--- config.mk ---
export PLATFORM = sky130hd
export DESIGN_NAME = sdram_init_seq
export DESIGN_NICKNAME = d
export VERILOG_FILES = /design/src/rtl/sdram_init_pkg.sv /design/src/rtl/sdram_phase_gen.sv /design/src/rtl/sdram_delay_timer.sv /design/src/rtl/sdram_mode_image.sv /design/src/rtl/sdram_cmd_encode.sv /design/src/rtl/sdram_init_seq.sv
export SDC_FILE = /design/constraint.sdc
export NUM_CORES = 1
export LEC_CHECK = 0
export CAP_MARGIN = 20
export CORE_MARGIN = 4
export CORE_UTILIZATION = 53
export DETAILED_ROUTE_END_ITERATION = 10
export GPL_TIMING_DRIVEN = 0
export PLACE_DENSITY_LB_ADDON = 0.05
export RECOVER_POWER = 25
export SLEW_MARGIN = 25
export SYNTH_ARGS = -nofsm -noshare
export SYNTH_HDL_FRONTEND = slang
export SYNTH_SLANG_ARGS = --single-unit
export TNS_END_PERCENT = 5
--- constraint.sdc ---
create_clock -name clk -period 5.66 [get_ports clk]
set_input_delay 1.132 -clock clk [delete_from_list [all_inputs] [get_ports clk]]
set_output_delay 1.132 -clock clk [all_outputs]
set_load 0.01 [all_outputs]
--- src/rtl/sdram_init_pkg.sv ---
package sdram_init_pkg;

    // Coded command field: the values 1..4 follow the initialization order.
    typedef enum logic [2:0] {
        CMD_NOP           = 3'd0,
        CMD_CKE_ON        = 3'd1,
        CMD_PRECHARGE_ALL = 3'd2,
        CMD_AUTO_REFRESH  = 3'd3,
        CMD_LOAD_MODE     = 3'd4,
        CMD_DESELECT      = 3'd5
    } sd_cmd_e;

    typedef enum logic [2:0] {
        ST_IDLE,
        ST_STABLE,
        ST_PRECHARGE,
        ST_REFRESH,
        ST_LOAD_MODE,
        ST_GAP,
        ST_READY
    } seq_state_e;

    typedef struct packed {
        logic cs_n;
        logic ras_n;
        logic cas_n;
        logic we_n;
    } sd_pins_t;

    localparam int MODE_BITS = 10;
    localparam int A10_POS   = 10;

endpackage

--- src/rtl/sdram_phase_gen.sv ---
module sdram_phase_gen #(
    parameter int CLK_RATIO = 2
) (
    input  logic clk,
    input  logic rst,
    output logic tick
);
    localparam int CW = (CLK_RATIO > 1) ? $clog2(CLK_RATIO) : 1;

    generate
        if (CLK_RATIO == 1) begin : g_full_rate
            assign tick = 1'b1;
        end else begin : g_divided
            logic [CW-1:0] phase_q;
            always_ff @(posedge clk) begin
                if (rst) begin
                    phase_q <= '0;
                end else if (phase_q == CW'(CLK_RATIO - 1)) begin
                    phase_q <= '0;
                end else begin
                    phase_q <= phase_q + 1'b1;
                end
            end
            assign tick = (phase_q == CW'(CLK_RATIO - 1));
        end
    endgenerate

endmodule

--- src/rtl/sdram_delay_timer.sv ---
module sdram_delay_timer #(
    parameter int W = 16
) (
    input  logic         clk,
    input  logic         rst,
    input  logic         tick,
    input  logic         load,
    input  logic [W-1:0] load_val,
    output logic         expired
);
    logic [W-1:0] cnt_q;

    always_ff @(posedge clk) begin
        if (rst) begin
            cnt_q <= '0;
        end else if (load) begin
            cnt_q <= load_val;
        end else if (tick && (cnt_q != '0)) begin
            cnt_q <= cnt_q - 1'b1;
        end
    end

    assign expired = (cnt_q == '0);

endmodule

--- src/rtl/sdram_mode_image.sv ---
module sdram_mode_image
    import sdram_init_pkg::*;
#(
    parameter int ADDR_W = 13
) (
    input  logic [2:0]        burst_len,
    input  logic              burst_interleave,
    input  logic [2:0]        cas_lat,
    input  logic [1:0]        op_mode,
    input  logic              wr_single,
    output logic [ADDR_W-1:0] image
);
    logic [MODE_BITS-1:0] low_bits;

    assign low_bits = {wr_single, op_mode, cas_lat, burst_interleave, burst_len};

    generate
        if (ADDR_W > MODE_BITS) begin : g_pad
            assign image = {{(ADDR_W - MODE_BITS){1'b0}}, low_bits};
        end else begin : g_exact
            assign image = low_bits[ADDR_W-1:0];
        end
    endgenerate

endmodule

--- src/rtl/sdram_cmd_encode.sv ---
module sdram_cmd_encode
    import sdram_init_pkg::*;
(
    input  sd_cmd_e  cmd,
    output sd_pins_t pins
);
    always_comb begin
        unique case (cmd)
            CMD_DESELECT:      pins = '{cs_n: 1'b1, ras_n: 1'b1, cas_n: 1'b1, we_n: 1'b1};
            CMD_PRECHARGE_ALL: pins = '{cs_n: 1'b0, ras_n: 1'b0, cas_n: 1'b1, we_n: 1'b0};
            CMD_AUTO_REFRESH:  pins = '{cs_n: 1'b0, ras_n: 1'b0, cas_n: 1'b0, we_n: 1'b1};
            CMD_LOAD_MODE:     pins = '{cs_n: 1'b0, ras_n: 1'b0, cas_n: 1'b0, we_n: 1'b0};
            CMD_CKE_ON,
            CMD_NOP:           pins = '{cs_n: 1'b0, ras_n: 1'b1, cas_n: 1'b1, we_n: 1'b1};
            default:           pins = '{cs_n: 1'b1, ras_n: 1'b1, cas_n: 1'b1, we_n: 1'b1};
        endcase
    end

endmodule

--- src/rtl/sdram_init_seq.sv ---
module sdram_init_seq
    import sdram_init_pkg::*;
#(
    parameter int CLK_RATIO = 2,
    parameter int STAB_W    = 16,
    parameter int REF_W     = 4,
    parameter int TIM_W     = 4,
    parameter int ADDR_W    = 13,
    parameter int BA_W      = 2
) (
    input  logic              clk,
    input  logic              rst,
    input  logic              start,
    input  logic [STAB_W-1:0] cfg_stab_m1,
    input  logic [REF_W-1:0]  cfg_refresh_m1,
    input  logic [TIM_W-1:0]  cfg_trp_m1,
    input  logic [TIM_W-1:0]  cfg_trc_m1,
    input  logic [TIM_W-1:0]  cfg_tmrd_m1,
    input  logic [2:0]        cfg_burst_len,
    input  logic              cfg_burst_interleave,
    input  logic [2:0]        cfg_cas_lat,
    input  logic [1:0]        cfg_op_mode,
    input  logic              cfg_wr_single,
    output logic              sd_cke,
    output logic              sd_cs_n,
    output logic              sd_ras_n,
    output logic              sd_cas_n,
    output logic              sd_we_n,
    output logic [ADDR_W-1:0] sd_addr,
    output logic [BA_W-1:0]   sd_ba,
    output logic              init_done
);
    localparam int TMR_W = (STAB_W > TIM_W) ? STAB_W : TIM_W;

    seq_state_e        state_q, state_d;
    seq_state_e        gap_next_q, gap_next_d;
    logic [REF_W-1:0]  refresh_left_q, refresh_left_d;
    logic              start_pend_q;
    logic              tick;
    logic              tmr_load;
    logic [TMR_W-1:0]  tmr_val;
    logic              tmr_expired;
    logic              leave;
    logic [TIM_W-1:0]  leave_m1;
    seq_state_e        leave_to;
    sd_cmd_e           cmd;
    sd_pins_t          pins;
    logic [ADDR_W-1:0] mode_word;

    sdram_phase_gen #(.CLK_RATIO(CLK_RATIO)) u_phase (
        .clk  (clk),
        .rst  (rst),
        .tick (tick)
    );

    sdram_delay_timer #(.W(TMR_W)) u_timer (
        .clk      (clk),
        .rst      (rst),
        .tick     (tick),
        .load     (tmr_load),
        .load_val (tmr_val),
        .expired  (tmr_expired)
    );

    sdram_mode_image #(.ADDR_W(ADDR_W)) u_mode (
        .burst_len        (cfg_burst_len),
        .burst_interleave (cfg_burst_interleave),
        .cas_lat          (cfg_cas_lat),
        .op_mode          (cfg_op_mode),
        .wr_single        (cfg_wr_single),
        .image            (mode_word)
    );

    sdram_cmd_encode u_enc (
        .cmd  (cmd),
        .pins (pins)
    );

    // Start is remembered only while idle so a one-cycle pulse between
    // command slots is not lost; any other state ignores it.
    always_ff @(posedge clk) begin
        if (rst) begin
            start_pend_q <= 1'b0;
        end else if (state_q != ST_IDLE) begin
            start_pend_q <= 1'b0;
        end else if (start) begin
            start_pend_q <= 1'b1;
        end
    end

    // State register
    always_ff @(posedge clk) begin
        if (rst) begin
            state_q        <= ST_IDLE;
            gap_next_q     <= ST_READY;
            refresh_left_q <= '0;
        end else begin
            state_q        <= state_d;
            gap_next_q     <= gap_next_d;
            refresh_left_q <= refresh_left_d;
        end
    end

    // Next-state logic: moves only on command-slot boundaries
    always_comb begin
        state_d        = state_q;
        gap_next_d     = gap_next_q;
        refresh_left_d = refresh_left_q;
        tmr_load       = 1'b0;
        tmr_val        = '0;
        leave          = 1'b0;
        leave_m1       = '0;
        leave_to       = ST_READY;
        if (tick) begin
            unique case (state_q)
                ST_IDLE: begin
                    if (start_pend_q) begin
                        state_d        = ST_STABLE;
                        tmr_load       = 1'b1;
                        tmr_val        = TMR_W'(cfg_stab_m1);
                        refresh_left_d = cfg_refresh_m1;
                    end
                end
                ST_STABLE: begin
                    if (tmr_expired) begin
                        state_d = ST_PRECHARGE;
                    end
                end
                ST_PRECHARGE: begin
                    leave    = 1'b1;
                    leave_m1 = cfg_trp_m1;
                    leave_to = ST_REFRESH;
                end
                ST_REFRESH: begin
                    leave    = 1'b1;
                    leave_m1 = cfg_trc_m1;
                    if (refresh_left_q == '0) begin
                        leave_to = ST_LOAD_MODE;
                    end else begin
                        leave_to       = ST_REFRESH;
                        refresh_left_d = refresh_left_q - 1'b1;
                    end
                end
                ST_LOAD_MODE: begin
                    leave    = 1'b1;
                    leave_m1 = cfg_tmrd_m1;
                    leave_to = ST_READY;
                end
                ST_GAP: begin
                    if (tmr_expired) begin
                        state_d = gap_next_q;
                    end
                end
                ST_READY: begin
                    state_d = ST_READY;
                end
                default: begin
                    state_d = ST_IDLE;
                end
            endcase
            // A field of zero means the next command takes the very next slot.
            if (leave) begin
                if (leave_m1 == '0) begin
                    state_d = leave_to;
                end else begin
                    state_d    = ST_GAP;
                    gap_next_d = leave_to;
                    tmr_load   = 1'b1;
                    tmr_val    = TMR_W'(leave_m1 - 1'b1);
                end
            end
        end
    end

    // Output logic (Moore, from the state register)
    always_comb begin
        cmd       = CMD_NOP;
        sd_cke    = 1'b1;
        init_done = 1'b0;
        sd_addr   = '0;
        sd_ba     = '0;
        unique case (state_q)
            ST_IDLE: begin
                cmd    = CMD_DESELECT;
                sd_cke = 1'b0;
            end
            ST_STABLE:    cmd = CMD_CKE_ON;
            ST_PRECHARGE: begin
                cmd              = CMD_PRECHARGE_ALL;
                sd_addr[A10_POS] = 1'b1;
            end
            ST_REFRESH:   cmd = CMD_AUTO_REFRESH;
            ST_LOAD_MODE: begin
                cmd     = CMD_LOAD_MODE;
                sd_addr = mode_word;
            end
            ST_GAP:       cmd = CMD_NOP;
            ST_READY: begin
                cmd       = CMD_NOP;
                init_done = 1'b1;
            end
            default: begin
                cmd    = CMD_DESELECT;
                sd_cke = 1'b0;
            end
        endcase
    end

    assign sd_cs_n  = pins.cs_n;
    assign sd_ras_n = pins.ras_n;
    assign sd_cas_n = pins.cas_n;
    assign sd_we_n  = pins.we_n;

endmodule

==> impl_metrics.yaml <==
floorplanning:
  die_w_um: 75.6
  start_util_pct: 55.3
  dieArea_um2: 5720
  dieHeight_um: 75.6
  pin_count: 66
  core-area_um2: 4380
  core.rowCount: 24
sta:
  slew_headroom_pct: 31.2
  fmax_mhz: 267
  rsz0062_at_grt: "no"
  slew_viol_final: 0
  finalSetupViolCount: 0
  fin_crit_ps: 3750
  hold_violations: 0
  fin_setup_tns_ps: 0
  clock_skew_ps: 16.0
  tightest_slew_ps: 1030
  min_period_over_period_pct: 66.3
clocking:
  hold_buffers: 0
  cts_buffer_depth: 2
  clockRootBuffer: "clkbuf_8"
  clk_latency_ps: 290
  cts.clk_slew.worst_paths_ps: 120
  cts_buffers: 3
  htree_levels: 1
  cts_resized: 0
  cts_tree: "done"
  postCtsSetupBuffers: 0
  cts.sinks: 28
synthesis:
  yosys_most_used_dff: "dfxtp_1"
  ys_types: 72
  ys_seq_elements: 28
  synth_edf_count: 0
  synth_seq_area_share_pct: 23.1
  synth.cell_area_um2: 2420
  avgSynthCellArea_um2: 7.84
  yosysWarnings: 0
  async_reset_ff_share_pct: 0
  synthCells: 309
global_route:
  grt_pass1_vias: 2466
  antenna_found_initial: 0
  grt_max_degree: 16
  grt_overflow: 0
  grtUsageTotal_pct: 27.0
  grt_pass1_wl_mm: 12.0
setup_path:
  cp_data_required_time_ps: 5870
  crit_path_start_kind: "input pin"
  crit_family: "compound AO/OA/AOI/OAI gates"
  crit_path_top_delay_cell: "a221oi_1"
  reg2reg_slack_ps: 1980
  critPathKind: "in -> reg"
  critPathMaxFanout: 10
  cp_num_buf_inv: 3
  cp-end-kind: "flop"
  critical_path.cell_chain: "clkdlybuf4s50_1 -> and2_1 -> a221oi_1 -> ha_1 -> clkbuf_1 -> a31o_2 -> clkbuf_1 -> nand3_1 -> a221oi_1"
  cpPeakStageDelay_ps: 620
  reg2reg_depth: 10
  cp.arrival_ps: 3960
  cp.depth: 9
detailed_routing:
  dr.pass1.iters: 5
  routed_via_density: 6.30
  routed_wl_mm: 7.63
  postRouteAntennaNets: 0
  wire_per_inst_um: 17.8
  vias: 2701
  post-route-drc-count: 0
  drt_iter0_markers: 207
job:
  drv_cap: 0
placement:
  place_congestion: 0.883
  dp_hpwl_mm: 5.52
  placedCellCount: 425
  placed_area_um2: 3110
  port_buffers: 61
pwr:
  p_leak_nw: 1.20
  powerDensity_nw_per_um2: 343
  ir_worst_vdd_mv: 0.340
final_layout:
  drive_above_1_share_pct: 10.1
  final_area_um2: 3170
  areaGrowthSynthToFinish_pct: 30.6
  antennaDiodeCount: 0
  post-route-util_pct: 72.2
  nets: 427
  final_cells: 429
run_status:
  status: "complete, no violations"
min_path:
  hold_depth: 1
  hold_class: "reg -> reg"
-- state kept, by name, summed over array words and instances, names as in the netlist --
register / count
u_timer.cnt_q: 16
refresh_left_q: 4
state_q: 3
start_pend_q: 1
gap_next_q: 3
u_phase.tick: 1
-- path summary, 6_finish.rpt --
kind / start / to
worst max-delay path: cfg_tmrd_m1[0] / u_timer.cnt_q[5]$_SDFFE_PP0P_
worst min-delay path: gap_next_q[0]$_SDFFE_PP0P_ / gap_next_q[0]$_SDFFE_PP0P_
worst max register to register: state_q[1]$_SDFFE_PP0P_ / u_timer.cnt_q[5]$_SDFFE_PP0P_
worst min register to register: gap_next_q[0]$_SDFFE_PP0P_ / gap_next_q[0]$_SDFFE_PP0P_
-- per-stage QoR --
stage / worst slack, ps / power [mW] / hold WS, ps
after CTS: 1950 / 1.07 / 481
after global placement: 1650 / 0.919 / 447
after detailed placement: 1660 / 0.936 / 455
final: 1910 / 1.08 / 479
after floorplan: 2550 / 0.776 / 441
after global routing: 1640 / 1.15 / 521
-- cell usage in the layout, fill, tap and decap left out, drive strengths merged, types with 5 or more instances in the layout --
master | synthesis | layout
dfxtp | 28 | 28
nor2 | 22 | 22
inv | 15 | 15
a211oi | 12 | 12
clkdlybuf4s50 | 0 | 59
a31oi | 6 | 6
nor4 | 8 | 8
a221oi | 6 | 6
nand3 | 10 | 10
buf | 17 | 14
nand2 | 18 | 18
o21ai | 13 | 13
nor4bb | 5 | 5
and2 | 15 | 15
clkbuf | 9 | 16
a21oi | 21 | 21
nor3 | 12 | 12
and3 | 6 | 6
-- cell usage after synthesis (3+ instances only) --
library cell	instances	area share, %
nand2_1	18	2.8
nor4bb_1	5	2.1
or3_1	3	0.77
nand2b_1	3	0.77
a211oi_1	10	3.1
a211o_1	3	1.1
a31o_2	3	1.1
a21oi_1	21	4.3
inv_1	15	2.3
nor2b_1	3	0.77
o32ai_1	4	1.4
clkbuf_1	9	1.4
xnor2_1	3	1.1
a31oi_1	5	1.3
nor3_1	12	2.5
nor2_1	22	3.4
o22ai_1	3	0.77
nand3_1	9	1.9
o31ai_1	4	1.2
dfxtp_1	28	23
nor3b_1	3	0.93
buf_1	3	0.46
nor4_1	6	1.5
and3_1	6	1.5
buf_2	6	1.2
ha_1	4	2.1
a221oi_1	6	2.2
buf_6	3	1.4
o21ai_0	11	2.3
buf_4	5	1.5
and2_1	15	3.9
-- power breakdown --
group / internal [mW] / total, mW / switching (mW) / leakage [nW]
sequential: 0.245 / 0.298 / 0.0530 / 0.229
combinational: 0.298 / 0.653 / 0.355 / 0.938
clock: 0.0626 / 0.134 / 0.0713 / 0.0288
-- metal layers --
layer  GRT usage (%)  routed length [µm]  vias to the layer above
li1                -                   -                     1311
met4            10.3                 113                        0
met2            46.2                3540                      149
met1            33.4                3210                     1225
met3            5.15                 768                       16
met5               0                   0                        -
-- cell families (layout without fill, tap and decap cells) --
group	count (synthesis)	count (layout)	share of synthesized area, %
DFF	28	28	23.1
muxes	2	2	0.878
buffers and inverters	42	107	8.52
adders and majority gates	4	4	2.07
xor gates and xnor gates	4	4	1.45
and+or+nand+nor	129	129	33.0
AOI/OAI and AO/OA	99	99	30.8
other	1	4	0.155
-- cell type report --
type	instances	area, µm²
plain buffers	26	145
clock buffers	4	55.1
fillers	365	1220
inverters	16	60.1
multi-input cells	242	1670
flip-flops and latches	28	561
well taps	52	65.1
repair buffers	61	611
Note: power is estimated with default switching activity, not from simulation.
